<file path="config.mk">
export PLATFORM = sky130hd
export DESIGN_NAME = memerr_monitor
export DESIGN_NICKNAME = d
export VERILOG_FILES = /design/src/rtl/memerr_pkg.sv /design/src/rtl/memerr_sbe_count.sv /design/src/rtl/memerr_capture.sv /design/src/rtl/memerr_inject.sv /design/src/rtl/memerr_monitor.sv
export SDC_FILE = /design/constraint.sdc
export NUM_CORES = 1
export LEC_CHECK = 0
export ABC_AREA = 1
export BUFFER_PORTS_ARGS = -buffer_cell sky130_fd_sc_hd__buf_2
export CAP_MARGIN = 20
export CORE_MARGIN = 2
export CORE_UTILIZATION = 55
export DETAILED_ROUTE_END_ITERATION = 8
export PLACE_DENSITY = 0.93
export SETUP_SLACK_MARGIN = 0.05
export SLEW_MARGIN = 20
export SYNTH_ARGS = -nofsm -noshare
export SYNTH_HDL_FRONTEND = slang
export SYNTH_HIERARCHICAL = 1
export SYNTH_SLANG_ARGS = --single-unit
</file>
<file path="constraint.sdc">
create_clock -name clk -period 5.4 [get_ports clk]
set_input_delay 0.81 -clock clk [delete_from_list [all_inputs] [get_ports clk]]
set_output_delay 0.81 -clock clk [all_outputs]
set_load 0.005 [all_outputs]
</file>
<file path="src/rtl/memerr_pkg.sv">
package memerr_pkg;
  typedef enum logic [3:0] {
    RG_CFG  = 4'd0,
    RG_DET  = 4'd1,
    RG_DIS  = 4'd2,
    RG_IEN  = 4'd3,
    RG_SBM  = 4'd4,
    RG_CADR = 4'd5,
    RG_CADX = 4'd6,
    RG_CDHI = 4'd7,
    RG_CDLO = 4'd8,
    RG_CECC = 4'd9,
    RG_IHI  = 4'd10,
    RG_ILO  = 4'd11,
    RG_ICTL = 4'd12
  } reg_idx_e;

  localparam int WORD_W = 32;
  localparam int DATA_W = 2 * WORD_W;
  localparam int F_SBE  = 0;
  localparam int F_MBE  = 1;
endpackage

</file>
<file path="src/rtl/memerr_sbe_count.sv">
module memerr_sbe_count #(
  parameter int CNT_W = 8
) (
  input  logic             clk,
  input  logic             rst,
  input  logic             thr_wr,
  input  logic [CNT_W-1:0] thr_wdata,
  input  logic             sbe_in,
  output logic [CNT_W-1:0] thr_q,
  output logic [CNT_W-1:0] cnt_q,
  output logic             hit
);
  logic [CNT_W:0] cnt_inc;

  assign cnt_inc = {1'b0, cnt_q} + 1'b1;
  assign hit = sbe_in && (thr_q != '0) && (cnt_inc == {1'b0, thr_q});

  always_ff @(posedge clk) begin
    if (rst) begin
      thr_q <= CNT_W'(1);
      cnt_q <= '0;
    end else if (thr_wr) begin
      thr_q <= thr_wdata;
      cnt_q <= '0;
    end else if (sbe_in && (thr_q != '0)) begin
      cnt_q <= hit ? '0 : cnt_inc[CNT_W-1:0];
    end
  end
endmodule

</file>
<file path="src/rtl/memerr_capture.sv">
module memerr_capture #(
  parameter int ADDR_W = 36,
  parameter int SYN_W  = 16,
  parameter int DATA_W = 64
) (
  input  logic              clk,
  input  logic              rst,
  input  logic              take,
  input  logic              bus32,
  input  logic              is_mbe,
  input  logic [ADDR_W-1:0] addr,
  input  logic [DATA_W-1:0] data,
  input  logic [SYN_W-1:0]  syn,
  output logic [ADDR_W-1:0] cap_addr,
  output logic [DATA_W-1:0] cap_data,
  output logic [SYN_W-1:0]  cap_syn,
  output logic              cap_mbe
);
  localparam int NARROW_W = SYN_W / 2;

  logic [SYN_W-1:0] syn_m;

  assign syn_m = bus32 ? syn : {{(SYN_W-NARROW_W){1'b0}}, syn[NARROW_W-1:0]};

  always_ff @(posedge clk) begin
    if (rst) begin
      cap_addr <= '0;
      cap_data <= '0;
      cap_syn  <= '0;
      cap_mbe  <= 1'b0;
    end else if (take) begin
      cap_addr <= addr;
      cap_data <= data;
      cap_syn  <= syn_m;
      cap_mbe  <= is_mbe;
    end
  end
endmodule

</file>
<file path="src/rtl/memerr_inject.sv">
module memerr_inject #(
  parameter int WORD_W = 32,
  parameter int ECC_W  = 8
) (
  input  logic                clk,
  input  logic                rst,
  input  logic                wr_hi,
  input  logic                wr_lo,
  input  logic                wr_ctl,
  input  logic [WORD_W-1:0]   wdata,
  input  logic [2*WORD_W-1:0] data_in,
  input  logic [ECC_W-1:0]    ecc_in,
  output logic [2*WORD_W-1:0] data_out,
  output logic [ECC_W-1:0]    ecc_out,
  output logic [WORD_W-1:0]   mask_hi,
  output logic [WORD_W-1:0]   mask_lo,
  output logic [ECC_W:0]      ctl_q,
  output logic                armed
);
  assign armed = ctl_q[ECC_W];

  always_ff @(posedge clk) begin
    if (rst) begin
      mask_hi <= '0;
      mask_lo <= '0;
      ctl_q   <= '0;
    end else begin
      if (wr_hi)  mask_hi <= wdata;
      if (wr_lo)  mask_lo <= wdata;
      if (wr_ctl) ctl_q   <= wdata[ECC_W:0];
    end
  end

  always_ff @(posedge clk) begin
    if (rst) begin
      data_out <= '0;
      ecc_out  <= '0;
    end else if (armed) begin
      data_out <= data_in ^ {mask_hi, mask_lo};
      ecc_out  <= ecc_in ^ ctl_q[ECC_W-1:0];
    end else begin
      data_out <= data_in;
      ecc_out  <= ecc_in;
    end
  end
endmodule

</file>
<file path="src/rtl/memerr_monitor.sv">
module memerr_monitor
  import memerr_pkg::*;
#(
  parameter int ADDR_W = 36,
  parameter int THR_W  = 8,
  parameter int SYN_W  = 16,
  parameter int ECC_W  = 8
) (
  input  logic              clk,
  input  logic              rst,
  input  logic              reg_we,
  input  logic [3:0]        reg_addr,
  input  logic [31:0]       reg_wdata,
  output logic [31:0]       reg_rdata,
  input  logic              ev_valid,
  input  logic              ev_sbe,
  input  logic              ev_mbe,
  input  logic [ADDR_W-1:0] ev_addr,
  input  logic [63:0]       ev_data,
  input  logic [15:0]       ev_syn,
  input  logic [63:0]       wr_data_in,
  input  logic [7:0]        wr_ecc_in,
  output logic [63:0]       wr_data_out,
  output logic [7:0]        wr_ecc_out,
  output logic              irq
);
  localparam int EXT_W = ADDR_W - WORD_W;
  localparam int THR_LSB = 16;

  logic              cfg_bus32;
  logic [1:0]        det_q, dis_q, ien_q;
  logic [1:0]        det_next, ien_next, det_clr;
  logic              sbe_ok, mbe_ok, sbe_hit, take;
  logic [THR_W-1:0]  thr_q, cnt_q;
  logic [ADDR_W-1:0] cap_addr;
  logic [63:0]       cap_data;
  logic [SYN_W-1:0]  cap_syn;
  logic              cap_mbe;
  logic [31:0]       mask_hi, mask_lo;
  logic [ECC_W:0]    inj_ctl;
  logic              inj_armed;
  logic              wr_det, wr_ien, wr_sbm;

  assign wr_det = reg_we && (reg_addr == RG_DET);
  assign wr_ien = reg_we && (reg_addr == RG_IEN);
  assign wr_sbm = reg_we && (reg_addr == RG_SBM);

  assign sbe_ok = ev_valid && ev_sbe && !dis_q[F_SBE];
  assign mbe_ok = ev_valid && ev_mbe && !dis_q[F_MBE];

  memerr_sbe_count #(.CNT_W(THR_W)) u_count (
    .clk       (clk),
    .rst       (rst),
    .thr_wr    (wr_sbm),
    .thr_wdata (reg_wdata[THR_LSB +: THR_W]),
    .sbe_in    (sbe_ok),
    .thr_q     (thr_q),
    .cnt_q     (cnt_q),
    .hit       (sbe_hit)
  );

  // a raised flag with nothing pending starts a capture; multi-bit marks it
  assign take = (det_q == 2'b00) && (sbe_hit || mbe_ok);

  memerr_capture #(.ADDR_W(ADDR_W), .SYN_W(SYN_W), .DATA_W(DATA_W)) u_cap (
    .clk      (clk),
    .rst      (rst),
    .take     (take),
    .bus32    (cfg_bus32),
    .is_mbe   (mbe_ok),
    .addr     (ev_addr),
    .data     (ev_data),
    .syn      (ev_syn),
    .cap_addr (cap_addr),
    .cap_data (cap_data),
    .cap_syn  (cap_syn),
    .cap_mbe  (cap_mbe)
  );

  memerr_inject #(.WORD_W(WORD_W), .ECC_W(ECC_W)) u_inj (
    .clk      (clk),
    .rst      (rst),
    .wr_hi    (reg_we && (reg_addr == RG_IHI)),
    .wr_lo    (reg_we && (reg_addr == RG_ILO)),
    .wr_ctl   (reg_we && (reg_addr == RG_ICTL)),
    .wdata    (reg_wdata),
    .data_in  (wr_data_in),
    .ecc_in   (wr_ecc_in),
    .data_out (wr_data_out),
    .ecc_out  (wr_ecc_out),
    .mask_hi  (mask_hi),
    .mask_lo  (mask_lo),
    .ctl_q    (inj_ctl),
    .armed    (inj_armed)
  );

  // new events win over a same-cycle clear
  assign det_clr  = wr_det ? reg_wdata[1:0] : 2'b00;
  assign det_next = (det_q & ~det_clr) | {mbe_ok, sbe_hit};
  assign ien_next = wr_ien ? reg_wdata[1:0] : ien_q;

  always_ff @(posedge clk) begin
    if (rst) begin
      cfg_bus32 <= 1'b0;
      det_q     <= '0;
      dis_q     <= '0;
      ien_q     <= '0;
      irq       <= 1'b0;
    end else begin
      if (reg_we && (reg_addr == RG_CFG)) cfg_bus32 <= reg_wdata[0];
      if (reg_we && (reg_addr == RG_DIS)) dis_q <= reg_wdata[1:0];
      det_q <= det_next;
      ien_q <= ien_next;
      irq   <= |(det_next & ien_next);
    end
  end

  always_ff @(posedge clk) begin
    if (rst) begin
      reg_rdata <= '0;
    end else begin
      case (reg_addr)
        RG_CFG:  reg_rdata <= {31'b0, cfg_bus32};
        RG_DET:  reg_rdata <= {30'b0, det_q};
        RG_DIS:  reg_rdata <= {30'b0, dis_q};
        RG_IEN:  reg_rdata <= {30'b0, ien_q};
        RG_SBM:  reg_rdata <= 32'({thr_q, 8'b0, cnt_q});
        RG_CADR: reg_rdata <= cap_addr[31:0];
        RG_CADX: reg_rdata <= 32'(cap_addr[ADDR_W-1 -: EXT_W]);
        RG_CDHI: reg_rdata <= cap_data[63:32];
        RG_CDLO: reg_rdata <= cap_data[31:0];
        RG_CECC: reg_rdata <= {cap_mbe, 15'b0, cap_syn};
        RG_IHI:  reg_rdata <= mask_hi;
        RG_ILO:  reg_rdata <= mask_lo;
        RG_ICTL: reg_rdata <= 32'(inj_ctl);
        default: reg_rdata <= '0;
      endcase
    end
  end
endmodule

</file>
==> metrics.md, run 1 <==
| Metric | Value |
|---|---|
| Most frequent cells in the layout | 541 x nand2_1, 525 x nor2_1, 334 x buf_2 |
| Hold Violations, Final | 0 |
| # hold bufs at CTS | 0 |
| Total I/O pin count | 335 |
| F_max | about 270 MHz |
| Status | finished, final reports clean |
| DRT Pass-1 Iters | 6 |
| Critical path's slowest cell | a211oi_4 |
| Clk slew on worst S/H paths | 50 ps |
| Worst Tran Pin Value | 876 ps |
| All-Layer GR Usage | 31.1% |
| Power Density | 333 mW/mm2 |
| Maxcap violations | 0 |
| Chip width | about 160 um |
| Port Buffers | 334 |
| Hold Crit Class | reg -> reg |
| CP peak stage delay | 740 ps |
| Vias | around 14000 |
| Die Height | about 160 um |
| Die area | 0.0258 mm2 |
| Clk Latency, worst-skew pair | ~510 ps |
| Area growth syn-to-layout | 19.6% |
| Mapped Avg Cell Area | 6.78 um2 |
| Gates resized, CTS repair | 0 |
| Final Cycle Share | 69.4% |
| Setup TNS Final | 0 ps |
| GP Congestion | between 0.9 and 1 |
| CTS tree | built |
| CP delay by family, top | simple AND/OR/NAND/NOR gates |
| Clock skew | 17.9 ps |
| Initial Util | a little under three fifths |
| Iter 0 DRT Violations | roughly 1600 |
| Remaining global-route overflow | 0 |
| Synth Cell Area | 0.0135 mm2 |
| H-tree levels | 2 |
| Antenna-violating nets left | 0 |
| Yosys cell types | 29 |
| Post-Route WL | between 40000 and 50000 um |
| Initial antenna violation count | 6 |
| Final #Nets | 2493 |
| Arr. time, crit path | 4170 ps |
| Worst slew margin | a little over two fifths |
| DRC violations left | 0 |
| Bufs on Longest Clock Path | 3 |
| Crit-path max FO | 65 |
| DP Wirelength | 29300 um |
| # placed instances | 2550 |
| CP startpoint kind | register |
| # rows | 57 |
| CTS Sinks | 318 |
| CTS Buf Count | 34 |
| Syn Nets | roughly 2200 |
| Synth Register Bits | 318 |
| Wire per inst | 16.1 um |
| Clk Tree Root Cell | clkbuf_16 |
| Post-CTS Setup Inserts | 0 |
| Critical path class | reg -> reg |
| Syn Inst Count | 1991 |
| Worst vdd ir | 0.000229 V |
| Slew Limit Fails | 0 |
| Setup crit end kind | register |
| Number of warnings issued by yosys | 6 |
| Largest net degree at the start of global routing | 118 |
| Crit path top cell by count | nand2_1 |
| Critical-path cell list | ha_1 > nand4_1 > nor2_1 > nand2_1 > nand2_1 > nand2_1 > nand2_1 > nand3_2 > inv_1 > inv_1 > a211oi_4 > buf_4 > o21ai_0 > nor2_1 |
| Buf/Inv on CP | 3 |
| Final setup fails | 0 |
| Share of cells above drive strength 1 | 18.4% |
| Minimum clock period | 3750 ps |
| Via/cell ratio | ~5.4 |
| First-pass GRT wire length | 64500 um |
| Part of the Yosys area used for sequential elements | 47.2% |
| RSZ-0062 raised after global routing | no |
| Vias in the first global route | between 10000 and 15000 |
| Post-route insts no fill | 2611 |
| Required time of the worst setup path | 5820 ps |
| Leakage power | 7.85 nW |
| Core Box Area | 0.0242 mm2 |
| Commonest non-fill, non-tap cell in the layout | nand2_1 |
==> area by class of cell <==
type                    count  area [um2]
diodes                      4        10.0
clock buffers              51        1030
clock inverters             6        62.6
fillers                  2058        8040
inverters                  75         292
multi-input cells        1487        6210
flip-flops and latches    318        6370
well taps                 324         405
repair buffers            346        1760
==> Yosys cell counts (all sizes together) <==
master,instances,area (um2)
a211oi,1,7.51
a21oi,112,561
buf,81,542
clkbuf,30,113
dfxtp,318,6370
ha,1,12.5
inv,75,289
nand2,544,2050
nand3,154,776
nand3b,1,7.51
nand4,1,6.26
nor2,535,2050
nor3,6,30.0
nor3b,1,7.51
o21ai,126,631
o21bai,1,7.51
xnor2,2,17.5
xor2,2,17.5
==> power by group <==
group          switching [W]  leakage, nW  internal [W]  total (W)
clock network       0.000911        0.538       0.00136    0.00227
logic               0.000336         4.71      0.000197   0.000533
registers          0.0000839         2.61       0.00249    0.00257
==> sequential cells by signal, summed over array words and instances (netlist names) <==
register and flops:
u_cap/cap_data 64, u_inj/data_out 64, u_cap/cap_addr 36, reg_rdata 32
u_inj/mask_hi 32, u_inj/mask_lo 32, u_cap/cap_syn 16, u_inj/ctl_q 9
u_count/cnt_q 8, u_count/thr_q 8, u_inj/ecc_out 8, det_q 2
dis_q 2, ien_q 2, cfg_bus32 1, irq 1
u_cap/cap_mbe 1
==> cells by family (layout without fill, tap and decap cells) <==
logic type	Yosys count	after routing	share of synthesized area [%]
DFF	318	318	47.2
buffers and inverters	186	478	6.99
xor gates and xnor gates	4	4	0.260
AOI/OAI and AO/OA	240	240	8.94
adders and majority gates	1	1	0.0927
and+or+nand+nor	1242	1242	36.5
other	0	4	0
==> worst register-to-register path, stage by stage (launching register included) <==
cell	delay, ps
dfxtp_1	580
ha_1	320
nand4_1	200
nor2_1	140
nand2_1	80
nand2_1	110
nand2_1	60
nand2_1	90
nand3_2	180
inv_1	100
inv_1	90
a211oi_4	740
buf_4	600
o21ai_0	210
nor2_1	180
==> path summary, 6_finish.rpt <==
kind | depth (start not counted) | slack (ps) | end | startpoint
max | 14 | 1650 | u_cap/cap_addr[27] | u_count/cnt_q[0]
min | 2 | 470 | u_cap/cap_syn[13] | u_cap/cap_syn[13]
max reg2reg | 14 | 1650 | u_cap/cap_addr[27] | u_count/cnt_q[0]
min reg2reg | 2 | 470 | u_cap/cap_syn[13] | u_cap/cap_syn[13]
==> layer usage <==
metal	global-route usage [%]	wire length [um]	up-vias
met5	0	25	-
met4	13.5	1760	4
met3	7.15	4440	138
met2	49.1	18800	818
met1	40.9	17100	6412
li1	-	-	6807
==> through the flow <==
step | setup slack (ps) | power (W) | util, % | hold WS [ps] | instance area [um2]
after detailed placement | 1720 | 0.00314 | 62.2 | 457 | 15000
after floorplan | 2630 | 0.00293 | - | 436 | 13500
final | 1650 | 0.00538 | 66.8 | 468 | 16100
after global routing | 1320 | 0.00558 | 66.7 | 477 | 16100
after global placement | 1820 | 0.00312 | 62.2 | 453 | 15000
after CTS | 1720 | 0.00539 | 66.7 | 466 | 16100
(Power assumes the default switching activity.)
==> run 2, diff against run 1 <==
- CORE_UTILIZATION: 55 -> 53
- PLACE_DENSITY: 0.93 -> 0.9
- clock period: 5.4 -> 3.8 ns (I/O delays scaled with it)
==> run 2 against run 1 <==
Compared with the run above: worst hold slack got worse by 190 ps; critical path depth did not move; global-route usage shrank 0.53 points; setup slack lost 1000 ps; die area up 3.7%; largest power group unchanged; highest routed layer unchanged.
==> metrics.md, run 2 (synthesis results as in run 1) <==
| Metric | Value |
|---|---|
| Chip width | 164 um |
| Post-CTS Setup Inserts | 0 |
| RR Startpoint | u_count/cnt_q[0] |
| Die Height | 164 um |
| Antenna Cells | 0 |
| Gates resized, CTS repair | 0 |
| Minimum clock period | 3160 ps |
| Commonest non-fill, non-tap cell in the layout | nand2_1 |
| Status | finished, final reports clean |
| Most frequent cells in the layout | 541 x nand2_1, 525 x nor2_1, 334 x buf_2 |
| Port Buffers | around 330 |
| RSZ-0062 raised after global routing | no |
| Share of cells above drive strength 1 | 18.5% |
| Critical path class | reg -> reg |
| First-pass GRT wire length | 64700 um |
| Final setup fails | 0 |
| Total I/O pin count | ~340 |
| Place WS | 762 ps |
| Area growth syn-to-layout | 20.4% |
| Remaining global-route overflow | 0 |
| CP startpoint kind | register |
| Crit-path max FO | about 110 |
| GP Congestion | 0.974 |
| Hold Violations, Final | 0 |
| Clk Latency, worst-skew pair | 510 ps |
| Slew Limit Fails | 0 |
| Bufs on Longest Clock Path | 3 |
| Initial antenna violation count | 2 |
| Required time of the worst setup path | 4240 ps |
| Power Density | 484 mW/mm2 |
| Vias in the first global route | 12600 |
| CTS tree | built |
| Setup WS post-layout | between 600 and 700 ps |
| DRT Pass-1 Iters | 6 |
| Iter 0 DRT Violations | 1757 |
| Worst Tran Pin Value | around 970 ps |
| DRC violations left | 0 |
| Final #Nets | between 2000 and 2500 |
| DP Wirelength | 29500 um |
| Sequential Power Share | 46.5% |
| Post-Route WL | ~43000 um |
| Switching pwr | 0.00194 W |
| Final Cycle Share | 83.1% |
| Regs by FF count | u_cap/cap_data x64, u_inj/data_out x64, u_cap/cap_addr x36 |
| Wire per inst | 16.3 um |
| Combinational Power Share | 9.7% |
| H-tree levels | 2 |
| Pint | about 0.006 W |
| Fill count | 2174 |
| Maxcap violations | 0 |
| Core Box Area | 0.0251 mm2 |
| Worst vdd ir | 0.000359 V |
| # rows | 58 |
| Setup TNS Final | 0 ps |
| Leakage power | 7.90 nW |
| Hold Startpoint | ev_data[17] |
| Worst slew margin | 35.4% |
| Flop2flop setup slack | 640 ps |
| Largest net degree at the start of global routing | 118 |
| Critical path startpoint | u_count/cnt_q[0] |
| Clk slew on worst S/H paths | 60 ps |
| Clk Tree Root Cell | clkbuf_16 |
| Hold Crit Class | in -> reg |
| Initial Util | between 50% and 60% |
| Die area | 0.0268 mm2 |
| Setup crit end kind | register |
| All-Layer GR Usage | 30.5% |
| Via/cell ratio | 5.41 |
| Arr. time, crit path | 3600 ps |
| Clk network pwr share | between 40% and 50% |
| CTS Buf Count | 34 |
| # hold bufs at CTS | 0 |
| Clock skew | 16.1 ps |
| Antenna-violating nets left | 0 |
| Sw Share | 24.7% |
| Vias | 14200 |
| CTS Sinks | 318 |
| F_max | 317 MHz |
run 2: changes by cell type in the layout (fill, tap and decap cells not counted):
cell,before,now
buf_12,0,2
clkbuf_16,36,35
bufinv_16,1,4
diode_2,4,0
run 2: cell type report:
| type | count | area (um2) | area share (%) |
|---|---|---|---|
| clock inverters | 9 | 153 | 0.940 |
| repair buffers | 348 | 1800 | 11.1 |
| clock buffers | 50 | 1000 | 6.17 |
| inverters | 75 | 292 | 1.79 |
| multi-input cells | 1487 | 6210 | 38.2 |
| well taps | 330 | 413 | 2.54 |
| flip-flops and latches | 318 | 6370 | 39.2 |
run 2: routing by layer:
metal | vias to the layer above | GRT usage [%] | share of wire, %
met5 | - | 0 | 0.059
met4 | 4 | 10.8 | 3.4
met3 | 105 | 6.17 | 10
met2 | 801 | 47.6 | 45
met1 | 6434 | 42.1 | 42
li1 | 6809 | - | -
run 2: power groups by stage:
stage                     clock, W  combinational (W)  sequential [W]
after floorplan                  0           0.000466         0.00369
after global placement           0           0.000723         0.00372
after detailed placement         0           0.000740         0.00373
after CTS                  0.00347           0.000751         0.00366
after global routing       0.00362           0.000854         0.00368
final                      0.00344           0.000765         0.00366
run 2: metrics by stage:
| stage | instance area [um2] | util [%] | instances | hold WS, ps | power (W) |
|---|---|---|---|---|---|
| 2_1_floorplan | 13500 | - | 1991 | 436 | 0.00416 |
| 3_3_place_gp | 15100 | 60.1 | 2558 | 452 | 0.00444 |
| 3_5_place_dp | 15100 | 60.1 | 2558 | 462 | 0.00447 |
| 4_1_cts | 16200 | 64.7 | 2617 | 268 | 0.00788 |
| 5_1_grt | 16200 | 64.7 | 2617 | 268 | 0.00815 |
| 6_report | 16200 | 64.7 | 2617 | 279 | 0.00787 |
run 2: worst paths after layout:
check	to	cells past startpoint
worst max-delay path	u_cap/cap_data[9]	14
worst min-delay path	u_cap/cap_data[17]	3
worst max register to register	u_cap/cap_data[9]	14
worst min register to register	u_cap/cap_syn[8]	2
run 2: critical path: stages (launching register included):
cell	delay [ps]
dfxtp_1	520
ha_1	300
nand4_1	210
nor2_1	180
nand2_1	80
nand2_1	100
nand2_1	50
nand2_1	70
nand3_2	180
inv_1	100
inv_1	80
a211oi_4	410
buf_12	350
o21ai_0	210
nor2_1	160
